### config.mk
export PLATFORM = sky130hd
export DESIGN_NAME = ack_wait_seq
export DESIGN_NICKNAME = d
export VERILOG_FILES = /design/src/rtl/ack_wait_seq_pkg.sv /design/src/rtl/ack_wait_seq_cnt.sv /design/src/rtl/ack_wait_seq_resolve.sv /design/src/rtl/ack_wait_seq_ctrl.sv /design/src/rtl/ack_wait_seq.sv
export SDC_FILE = /design/constraint.sdc
export NUM_CORES = 1
export LEC_CHECK = 0
export CORE_ASPECT_RATIO = 1.25
export CORE_MARGIN = 1
export CORE_UTILIZATION = 25
export CTS_BUF_LIST = sky130_fd_sc_hd__clkbuf_16
export DETAILED_ROUTE_END_ITERATION = 8
export DONT_BUFFER_PORTS = 1
export GPL_ROUTABILITY_DRIVEN = 0
export PLACE_DENSITY = 0.43
export SLEW_MARGIN = 20
export SYNTH_ARGS = -nofsm -noshare
export SYNTH_HDL_FRONTEND = slang
export SYNTH_HIERARCHICAL = 1
export SYNTH_SLANG_ARGS = --single-unit
### constraint.sdc
create_clock -name clk -period 3.7 [get_ports clk]
set_input_delay 0.555 -clock clk [delete_from_list [all_inputs] [get_ports clk]]
set_output_delay 0.555 -clock clk [all_outputs]
set_load 0.1 [all_outputs]
### src/rtl/ack_wait_seq_pkg.sv
package ack_wait_seq_pkg;
   typedef enum logic [2:0] {
      S_IDLE, S_WAIT1, S_CHECK1, S_WAIT2, S_CHECK2, S_ARM_HDR, S_DONE
   } seq_state_t;

   typedef enum logic [1:0] {
      RES_NONE = 2'd0,
      RES_OK   = 2'd1,
      RES_FAIL = 2'd2,
      RES_TMO  = 2'd3
   } seq_result_t;
endpackage

### src/rtl/ack_wait_seq_cnt.sv
module ack_wait_seq_cnt #(
   parameter int CNT_W = 16
) (
   input  logic             clk,
   input  logic             rst_n,
   input  logic             load,
   input  logic [CNT_W-1:0] load_val,
   input  logic             tick,
   output logic             zero
);
   logic [CNT_W-1:0] cnt_q;

   always_ff @(posedge clk or negedge rst_n) begin
      if (!rst_n)
         cnt_q <= '0;
      else if (load)
         cnt_q <= load_val;
      else if (tick && (cnt_q != '0))
         cnt_q <= cnt_q - 1'b1;
   end

   assign zero = (cnt_q == '0);
endmodule

### src/rtl/ack_wait_seq_resolve.sv
module ack_wait_seq_resolve #(
   parameter bit NAK_WINS = 1'b1
) (
   input  logic ack_in,
   input  logic nak_in,
   output logic hit,
   output logic miss
);
   generate
      if (NAK_WINS) begin : g_nak_first
         assign miss = nak_in;
         assign hit  = ack_in & ~nak_in;
      end else begin : g_ack_first
         assign hit  = ack_in;
         assign miss = nak_in & ~ack_in;
      end
   endgenerate
endmodule

### src/rtl/ack_wait_seq_ctrl.sv
module ack_wait_seq_ctrl
   import ack_wait_seq_pkg::*;
#(
   parameter int CNT_W = 16
) (
   input  logic             clk,
   input  logic             rst_n,
   input  logic             start,
   input  logic             is_pin,
   input  logic [CNT_W-1:0] twait1,
   input  logic [CNT_W-1:0] twait2,
   input  logic [CNT_W-1:0] search_len,
   input  logic             hit,
   input  logic             miss,
   input  logic             cnt_zero,
   output logic             cnt_load,
   output logic [CNT_W-1:0] cnt_val,
   output seq_state_t       state,
   output seq_result_t      result
);
   seq_state_t       state_q, state_d;
   seq_result_t      res_q, res_d;
   logic             pin_q;
   logic [CNT_W-1:0] d2_q, win_q;
   logic             take;

   assign take = start && ((state_q == S_IDLE) || (state_q == S_DONE));

   always_comb begin
      state_d  = state_q;
      res_d    = res_q;
      cnt_load = 1'b0;
      cnt_val  = '0;
      case (state_q)
         S_IDLE, S_DONE: begin
            if (start) begin
               state_d  = S_WAIT1;
               res_d    = RES_NONE;
               cnt_load = 1'b1;
               cnt_val  = twait1;
            end
         end
         S_WAIT1: begin
            if (cnt_zero) begin
               state_d  = S_CHECK1;
               cnt_load = 1'b1;
               cnt_val  = win_q;
            end
         end
         S_CHECK1, S_CHECK2: begin
            if (miss) begin
               state_d = S_DONE;
               res_d   = RES_FAIL;
            end else if (hit) begin
               if (state_q == S_CHECK1) begin
                  state_d  = S_WAIT2;
                  cnt_load = 1'b1;
                  cnt_val  = d2_q;
               end else begin
                  state_d = S_DONE;
                  res_d   = RES_OK;
               end
            end else if (cnt_zero) begin
               state_d = S_DONE;
               res_d   = RES_TMO;
            end
         end
         S_WAIT2: begin
            if (cnt_zero) begin
               if (pin_q) begin
                  state_d = S_ARM_HDR;
               end else begin
                  state_d  = S_CHECK2;
                  cnt_load = 1'b1;
                  cnt_val  = win_q;
               end
            end
         end
         S_ARM_HDR: begin
            state_d = S_DONE;
            res_d   = RES_OK;
         end
         default: state_d = S_IDLE;
      endcase
   end

   always_ff @(posedge clk or negedge rst_n) begin
      if (!rst_n) begin
         state_q <= S_IDLE;
         res_q   <= RES_NONE;
         pin_q   <= 1'b0;
         d2_q    <= '0;
         win_q   <= '0;
      end else begin
         state_q <= state_d;
         res_q   <= res_d;
         if (take) begin
            pin_q <= is_pin;
            d2_q  <= twait2;
            win_q <= search_len;
         end
      end
   end

   assign state  = state_q;
   assign result = res_q;
endmodule

### src/rtl/ack_wait_seq.sv
module ack_wait_seq
   import ack_wait_seq_pkg::*;
#(
   parameter int CNT_W    = 16,
   parameter bit NAK_WINS = 1'b1
) (
   input  logic             clk,
   input  logic             rst_n,
   input  logic             bit_tick,
   input  logic             start,
   input  logic             is_pin,
   input  logic [CNT_W-1:0] twait1,
   input  logic [CNT_W-1:0] twait2,
   input  logic [CNT_W-1:0] search_len,
   input  logic             ack_seen,
   input  logic             nak_seen,
   output logic             ack_arm,
   output logic             hdr_arm,
   output logic             busy,
   output logic             done,
   output logic [1:0]       status
);
   generate
      if (CNT_W < 2) begin : g_bad_width
         $error("ack_wait_seq: CNT_W must be at least 2");
      end
   endgenerate

   logic             hit, miss, cnt_zero, cnt_load;
   logic [CNT_W-1:0] cnt_val;
   seq_state_t       state;
   seq_result_t      result;

   ack_wait_seq_resolve #(.NAK_WINS(NAK_WINS)) u_resolve (
      .ack_in (ack_seen),
      .nak_in (nak_seen),
      .hit    (hit),
      .miss   (miss)
   );

   ack_wait_seq_cnt #(.CNT_W(CNT_W)) u_cnt (
      .clk      (clk),
      .rst_n    (rst_n),
      .load     (cnt_load),
      .load_val (cnt_val),
      .tick     (bit_tick),
      .zero     (cnt_zero)
   );

   ack_wait_seq_ctrl #(.CNT_W(CNT_W)) u_ctrl (
      .clk        (clk),
      .rst_n      (rst_n),
      .start      (start),
      .is_pin     (is_pin),
      .twait1     (twait1),
      .twait2     (twait2),
      .search_len (search_len),
      .hit        (hit),
      .miss       (miss),
      .cnt_zero   (cnt_zero),
      .cnt_load   (cnt_load),
      .cnt_val    (cnt_val),
      .state      (state),
      .result     (result)
   );

   assign ack_arm = (state == S_CHECK1) || (state == S_CHECK2);
   assign hdr_arm = (state == S_ARM_HDR);
   assign done    = (state == S_DONE);
   assign busy    = (state != S_IDLE) && (state != S_DONE);
   assign status  = result;
endmodule

==> results of run 1 <==
## where the power goes
part / leakage [nW] / internal (W) / switching (W) / total [W]
clock: 0.0723 / 0.000243 / 0.000200 / 0.000442
combinational: 0.685 / 0.000593 / 0.000755 / 0.00135
sequential: 0.650 / 0.000890 / 0.000378 / 0.00127
total: 1.41 / 0.00173 / 0.00133 / 0.00306
## through the flow
| stage | total power [W] | instances |
|---|---|---|
| after detailed placement | 0.00262 | 436 |
| after global placement | 0.00260 | 436 |
| after CTS | 0.00309 | 444 |
| final | 0.00306 | 444 |
| after global routing | 0.00329 | 444 |
| after floorplan | 0.00232 | 281 |
## critical path: stages, from the launching register on
cell	delay [ps]
dfrtp_1	390
inv_1	90
ha_1	200
nor4b_1	530
nand4_1	380
inv_1	240
nand2_1	110
a211oi_2	380
or3_1	220
inv_1	230
nor2_1	170
a31oi_1	50
## cell usage in the layout, fill, tap and decap left out, drive strengths merged, types with 5 or more instances in the layout
cell type / synthesis / routed
dfrtp: 54 / 54
mux2: 37 / 37
inv: 22 / 24
nor2: 22 / 22
nand2: 18 / 18
a222oi: 16 / 16
a21oi: 13 / 13
o21ai: 11 / 11
buf: 9 / 10
nor3: 7 / 7
a31oi: 6 / 6
nor4: 6 / 6
clkbuf: 6 / 5
or4: 5 / 5
or3: 5 / 5
nor2b: 5 / 5
## kinds of logic (layout without fill, tap and decap cells)
logic type	count (synthesis)	count (layout)	synth area share (%)
flops	54	54	45.5
fa+ha+maj	1	1	0.422
simple gates	88	88	17.4
mux	40	40	15.2
buf+inv	37	39	5.44
compound gates	57	57	14.9
xor+xnor	4	4	1.18
## flip-flops by register name, summed over array words and instances, names as in the netlist
| register | count |
|---|---|
| u_ctrl/state | 3 |
| u_cnt/cnt_q | 16 |
| u_ctrl/win_q | 16 |
| u_ctrl/result | 2 |
| u_ctrl/pin_q | 1 |
| u_ctrl/d2_q | 16 |
## how the worst max path moves through the flow
stage / from / to
6_report: u_cnt/cnt_q[0] / u_cnt/cnt_q[12]
5_1_grt: u_cnt/cnt_q[0] / u_cnt/cnt_q[12]
4_1_cts: u_cnt/cnt_q[0] / u_cnt/cnt_q[12]
3_5_place_dp: u_cnt/cnt_q[0] / u_cnt/cnt_q[12]
3_3_place_gp: u_cnt/cnt_q[0] / u_cnt/cnt_q[1]
2_1_floorplan: u_cnt/cnt_q[0] / u_cnt/cnt_q[12]
## metal layers
metal	wire (um)	part of all wire (%)	track usage, %
met5	0	0	0
met4	104	1.4	3.68
met3	371	5.0	3.14
met2	3940	53	22.7
met1	3040	41	14.3
## final cells by class
type	count	area, um^2
Multi-Input combinational cell	190	1470
Clock buffer	5	125
Fill cell	1194	8290
Tap cell	161	201
Clock inverter	2	7.51
Timing Repair Buffer	10	95.1
Inverter	22	82.6
Sequential cell	54	1350
==> results.sh, run 1 <==
export IMPL_status="completed"
export IMPL_core_um2=11600
export IMPL_timing_final_crit_period_ps=3130
export IMPL_path_clk_slew_ps=70
export IMPL_cts_buffers=5
export IMPL_p_leak_nw=1.41
export IMPL_ctsResizeCount=0
export IMPL_die_h_um=124
export IMPL_slew_headroom_pct=31.8
export IMPL_finalSetupTns_ps=0
export IMPL_dpl_instance_area_um2=3170
export IMPL_hold_viol=0
export IMPL_io_pins=61
export IMPL_setup_ws_ps=566
export IMPL_rows=44
export IMPL_synth_top_area_share_pct=45.5
export IMPL_synth_most_common_cell="dfrtp_1"
export IMPL_place_detailed_hpwl_um=5420
export IMPL_routed_via_density=5.01
export IMPL_area_growth_pct=12.2
export IMPL_final_nets=339
export IMPL_wl_um=7450
export IMPL_start_util_pct=25.5
export IMPL_min_period_over_period_pct=84.7
export IMPL_clock_fmax_mhz=319
export IMPL_cts_sinks=54
export IMPL_max_vdd_ir_drop_v=0.000313
export IMPL_worst_slew_pin_slew_ps=1030
export IMPL_synth_edff_count=0
export IMPL_grt_pass1_vias=2234
export IMPL_cts_setup_buffers=0
export IMPL_setup_worst_path_end_class="flop"
export IMPL_drt_iter0_drc=197
export IMPL_synth_area_top_cells="dfrtp_1 46%, mux2_2 13%, a222oi_1 5.4%"
export IMPL_post_drt_wl_per_cell_um=16.8
export IMPL_post_route_util_pct=28.7
export IMPL_ctsHoldBuffers=1
export IMPL_rsz0062_at_grt="false"
export IMPL_antenna_found_initial=0
export IMPL_syn_area_um2=2970
export IMPL_postRouteAntennaNets=0
export IMPL_min_path_type="in -> async"
export IMPL_grt_pass1_wl_um=11700
export IMPL_criticalPathCategory="reg -> reg"
export IMPL_grtUsageTotal_pct=12.4
export IMPL_ys_types=49
export IMPL_skew_ps=4.53
export IMPL_die_w_um=99.5
export IMPL_yosysSeqAreaShare_pct=45.5
export IMPL_postLayoutCellArea_um2=3330
export IMPL_maxSlewViolCount=0
export IMPL_dr_pass1_iters=7
export IMPL_post_synth_top_area_cell="dfrtp_1"
export IMPL_power_density_nw_per_um2=919
export IMPL_regToRegStartpoint="u_cnt/cnt_q[0]"
export IMPL_yosysWarnings=6
export IMPL_grt_max_degree=55
export IMPL_setup_worst_path_start_class="flop"
export IMPL_syn_inst=281
export IMPL_die_area_um2=12300
export IMPL_setup_viol=0
export IMPL_reg2reg_slack_ps=570
export IMPL_vias=2223
export IMPL_syn_num_nets=337
export IMPL_io_buffers=0
export IMPL_cts_max_level=2
export IMPL_ys_ff_latch=54
export IMPL_cap_violations=0
export IMPL_drc_errors=0
export IMPL_timing_hold_ws_ps=127
export IMPL_synth_flop_cell="dfrtp_1"
export IMPL_rr_worst_depth=11
export IMPL_crit_path_max_fanout=15
export IMPL_final_layout_size_suffix_gt1_share_pct=23.0
export IMPL_arrival_ps=3280
export IMPL_syn_avg_cell_area_um2=10.6
export IMPL_r2r_end="u_cnt/cnt_q[12]"
export IMPL_async_flop_share_pct=100
export IMPL_cts_tree="built"
export IMPL_ys_top_cells_by_count="54 x dfrtp_1, 35 x mux2_2, 22 x inv_1, 22 x nor2_1, 18 x nand2_1"
export IMPL_cts_root_buffer="clkbuf_16"
export IMPL_diodes=0
export IMPL_post_place_ws_ps=666
export IMPL_clock_latency_ps=290
export IMPL_cp_required_ps=3850
export IMPL_grt_overflow_total=0
export IMPL_cts_buffer_depth=2
No activity file was read; power rests on OpenSTA's default activity.
==> run 2: changes to the inputs <==
Clock period 3.7 ns to 3.3 ns, I/O delays scaled along.
==> run 2 against run 1 <==
  * Clock skew up 1.9 ps
  * Largest cell class unchanged
  * Setup slack better by 40 ps
  * Count of clock-buffer cells in the layout did not move
==> results.sh, run 2 (synthesis results as in run 1) <==
export IMPL_final_cell_mix="54 x dfrtp_1, 35 x mux2_2, 24 x inv_1"
export IMPL_final_nets=342
export IMPL_start_util_pct=25.5
export IMPL_io_pins=61
export IMPL_cts_tree="built"
export IMPL_max_vdd_ir_drop_v=0.000424
export IMPL_reg2reg_slack_ps=610
export IMPL_post_drt_wl_per_cell_um=16.6
export IMPL_p_leak_nw=1.42
export IMPL_grt_pass1_vias=2276
export IMPL_clock_fmax_mhz=371
export IMPL_grt_util_met3_pct=3.54
export IMPL_finalSetupTns_ps=0
export IMPL_drc_errors=0
export IMPL_drt_iter0_drc=144
export IMPL_final_common_cell="dfrtp_1"
export IMPL_regToRegStartpoint="u_cnt/cnt_q[0]"
export IMPL_cts_sinks=54
export IMPL_status="completed"
export IMPL_reg_top3="u_cnt/cnt_q x16, u_ctrl/d2_q x16, u_ctrl/win_q x16"
export IMPL_rsz0062_at_grt="false"
export IMPL_grt_max_degree=55
export IMPL_post_route_util_pct=28.9
export IMPL_clock_latency_ps=290
export IMPL_setup_worst_path_start_class="flop"
export IMPL_grtUsageTotal_pct=12.6
export IMPL_die_w_um=99.5
export IMPL_place_detailed_hpwl_um=5440
export IMPL_io_buffers=0
export IMPL_wl_um=7410
export IMPL_rows=44
export IMPL_antenna_found_initial=0
export IMPL_place_inst=439
export IMPL_arrival_ps=2840
export IMPL_finalNonFillerCells=447
export IMPL_maxSlewViolCount=0
export IMPL_die_area_um2=12300
export IMPL_cts_root_buffer="clkbuf_16"
export IMPL_slew_headroom_pct=38.3
export IMPL_routed_via_density=4.89
export IMPL_dr_pass1_iters=7
export IMPL_timing_final_crit_period_ps=2690
export IMPL_crit_path_max_fanout=15
export IMPL_cts_buffers=5
export IMPL_cts_buffer_depth=2
export IMPL_path_clk_slew_ps=70
export IMPL_cap_violations=0
export IMPL_cp_required_ps=3450
export IMPL_hold_viol=0
export IMPL_grt_busiest_layer="met2"
export IMPL_diodes=0
export IMPL_power_density_nw_per_um2=1030
export IMPL_nFillCells=1209
export IMPL_setup_viol=0
export IMPL_setup_worst_path_end_class="flop"
export IMPL_worst_slew_pin_slew_ps=926
export IMPL_core_um2=11600
export IMPL_postRouteAntennaNets=0
export IMPL_min_period_over_period_pct=81.6
export IMPL_r2r_end="u_cnt/cnt_q[11]"
export IMPL_grt_overflow_total=0
export IMPL_skew_ps=6.38
export IMPL_criticalPathCategory="reg -> reg"
export IMPL_use_met1_pct=14.9
export IMPL_use_met2_pct=22.0
export IMPL_grt_pass1_wl_um=11900
export IMPL_min_path_type="in -> async"
export IMPL_area_growth_pct=13.2
export IMPL_final_layout_size_suffix_gt1_share_pct=24.1
export IMPL_cts_max_level=2
export IMPL_vias=2185
export IMPL_die_h_um=124
export IMPL_rr_worst_depth=11
[run 2: cell types whose count changed in the layout (fill, tap and decap cells not counted)]
cell and delta:
nor4b_2 +1, buf_4 +3, nor4b_1 -1
[run 2: worst max path at each step]
stage | from | endpoint | slack, ps | cells after the start
5_1_grt | u_cnt/cnt_q[0] | u_cnt/cnt_q[15] | 230 | 11
3_5_place_dp | u_cnt/cnt_q[0] | u_cnt/cnt_q[8] | 370 | 11
4_1_cts | u_cnt/cnt_q[0] | u_cnt/cnt_q[8] | 330 | 11
6_report | u_cnt/cnt_q[0] | u_cnt/cnt_q[11] | 610 | 11
3_3_place_gp | u_cnt/cnt_q[0] | u_cnt/cnt_q[1] | 490 | 11
2_1_floorplan | u_cnt/cnt_q[0] | u_cnt/cnt_q[12] | 390 | 13
[run 2: metal layers]
layer	part of all wire (%)	wire, um	vias up
li1	-	-	1050
met1	40	2990	1084
met2	53	3910	45
met3	5.4	397	6
met4	1.4	106	0
met5	0	0	-
[run 2: worst max-delay path, cell delays in order, from the launching register on]
cell and delay, ps:
dfrtp_1 390, inv_1 90, ha_1 190, nor4b_2 350, nand4_1 300, inv_1 220
nand2_1 100, a211oi_2 290, or3_1 170, inv_1 210, nor2_1 180, a31oi_1 50
[run 2: final cells by class]
class                           instances  area (um^2)  share of cell area, %
Clock buffer                            5          125                   3.73
Clock inverter                          2         7.51                  0.224
Inverter                               22         82.6                   2.46
Multi-Input combinational cell        190         1470                   43.9
Sequential cell                        54         1350                   40.2
Tap cell                              161          201                   6.00
Timing Repair Buffer                   13          118                   3.50
[run 2: repair_timing]
item                                    4_1_cts  5_1_grt
hold endpoints to repair                     54        0
resized for setup                             0        1
hold buffers                                  1        0
setup buffers                                 0        0
endpoints found under the setup margin        0        5
[run 2: report_power, final]
part	internal, W	switching, W	total, W	leakage [nW]
Sequential	0.000998	0.000417	0.00142	0.650
Clock	0.000272	0.000227	0.000499	0.0723
Combinational	0.000695	0.000853	0.00155	0.701
Total	0.00196	0.00150	0.00346	1.42
[run 2: through the flow]
step	setup slack, ps	total power [W]	cell area [um^2]	hold slack, ps
2_1_floorplan	390	0.00261	2970	199
4_1_cts	333	0.00350	3350	68.9
5_1_grt	232	0.00373	3360	77.9
3_5_place_dp	373	0.00297	3190	203
3_3_place_gp	493	0.00296	3190	202
6_report	606	0.00346	3360	61.6
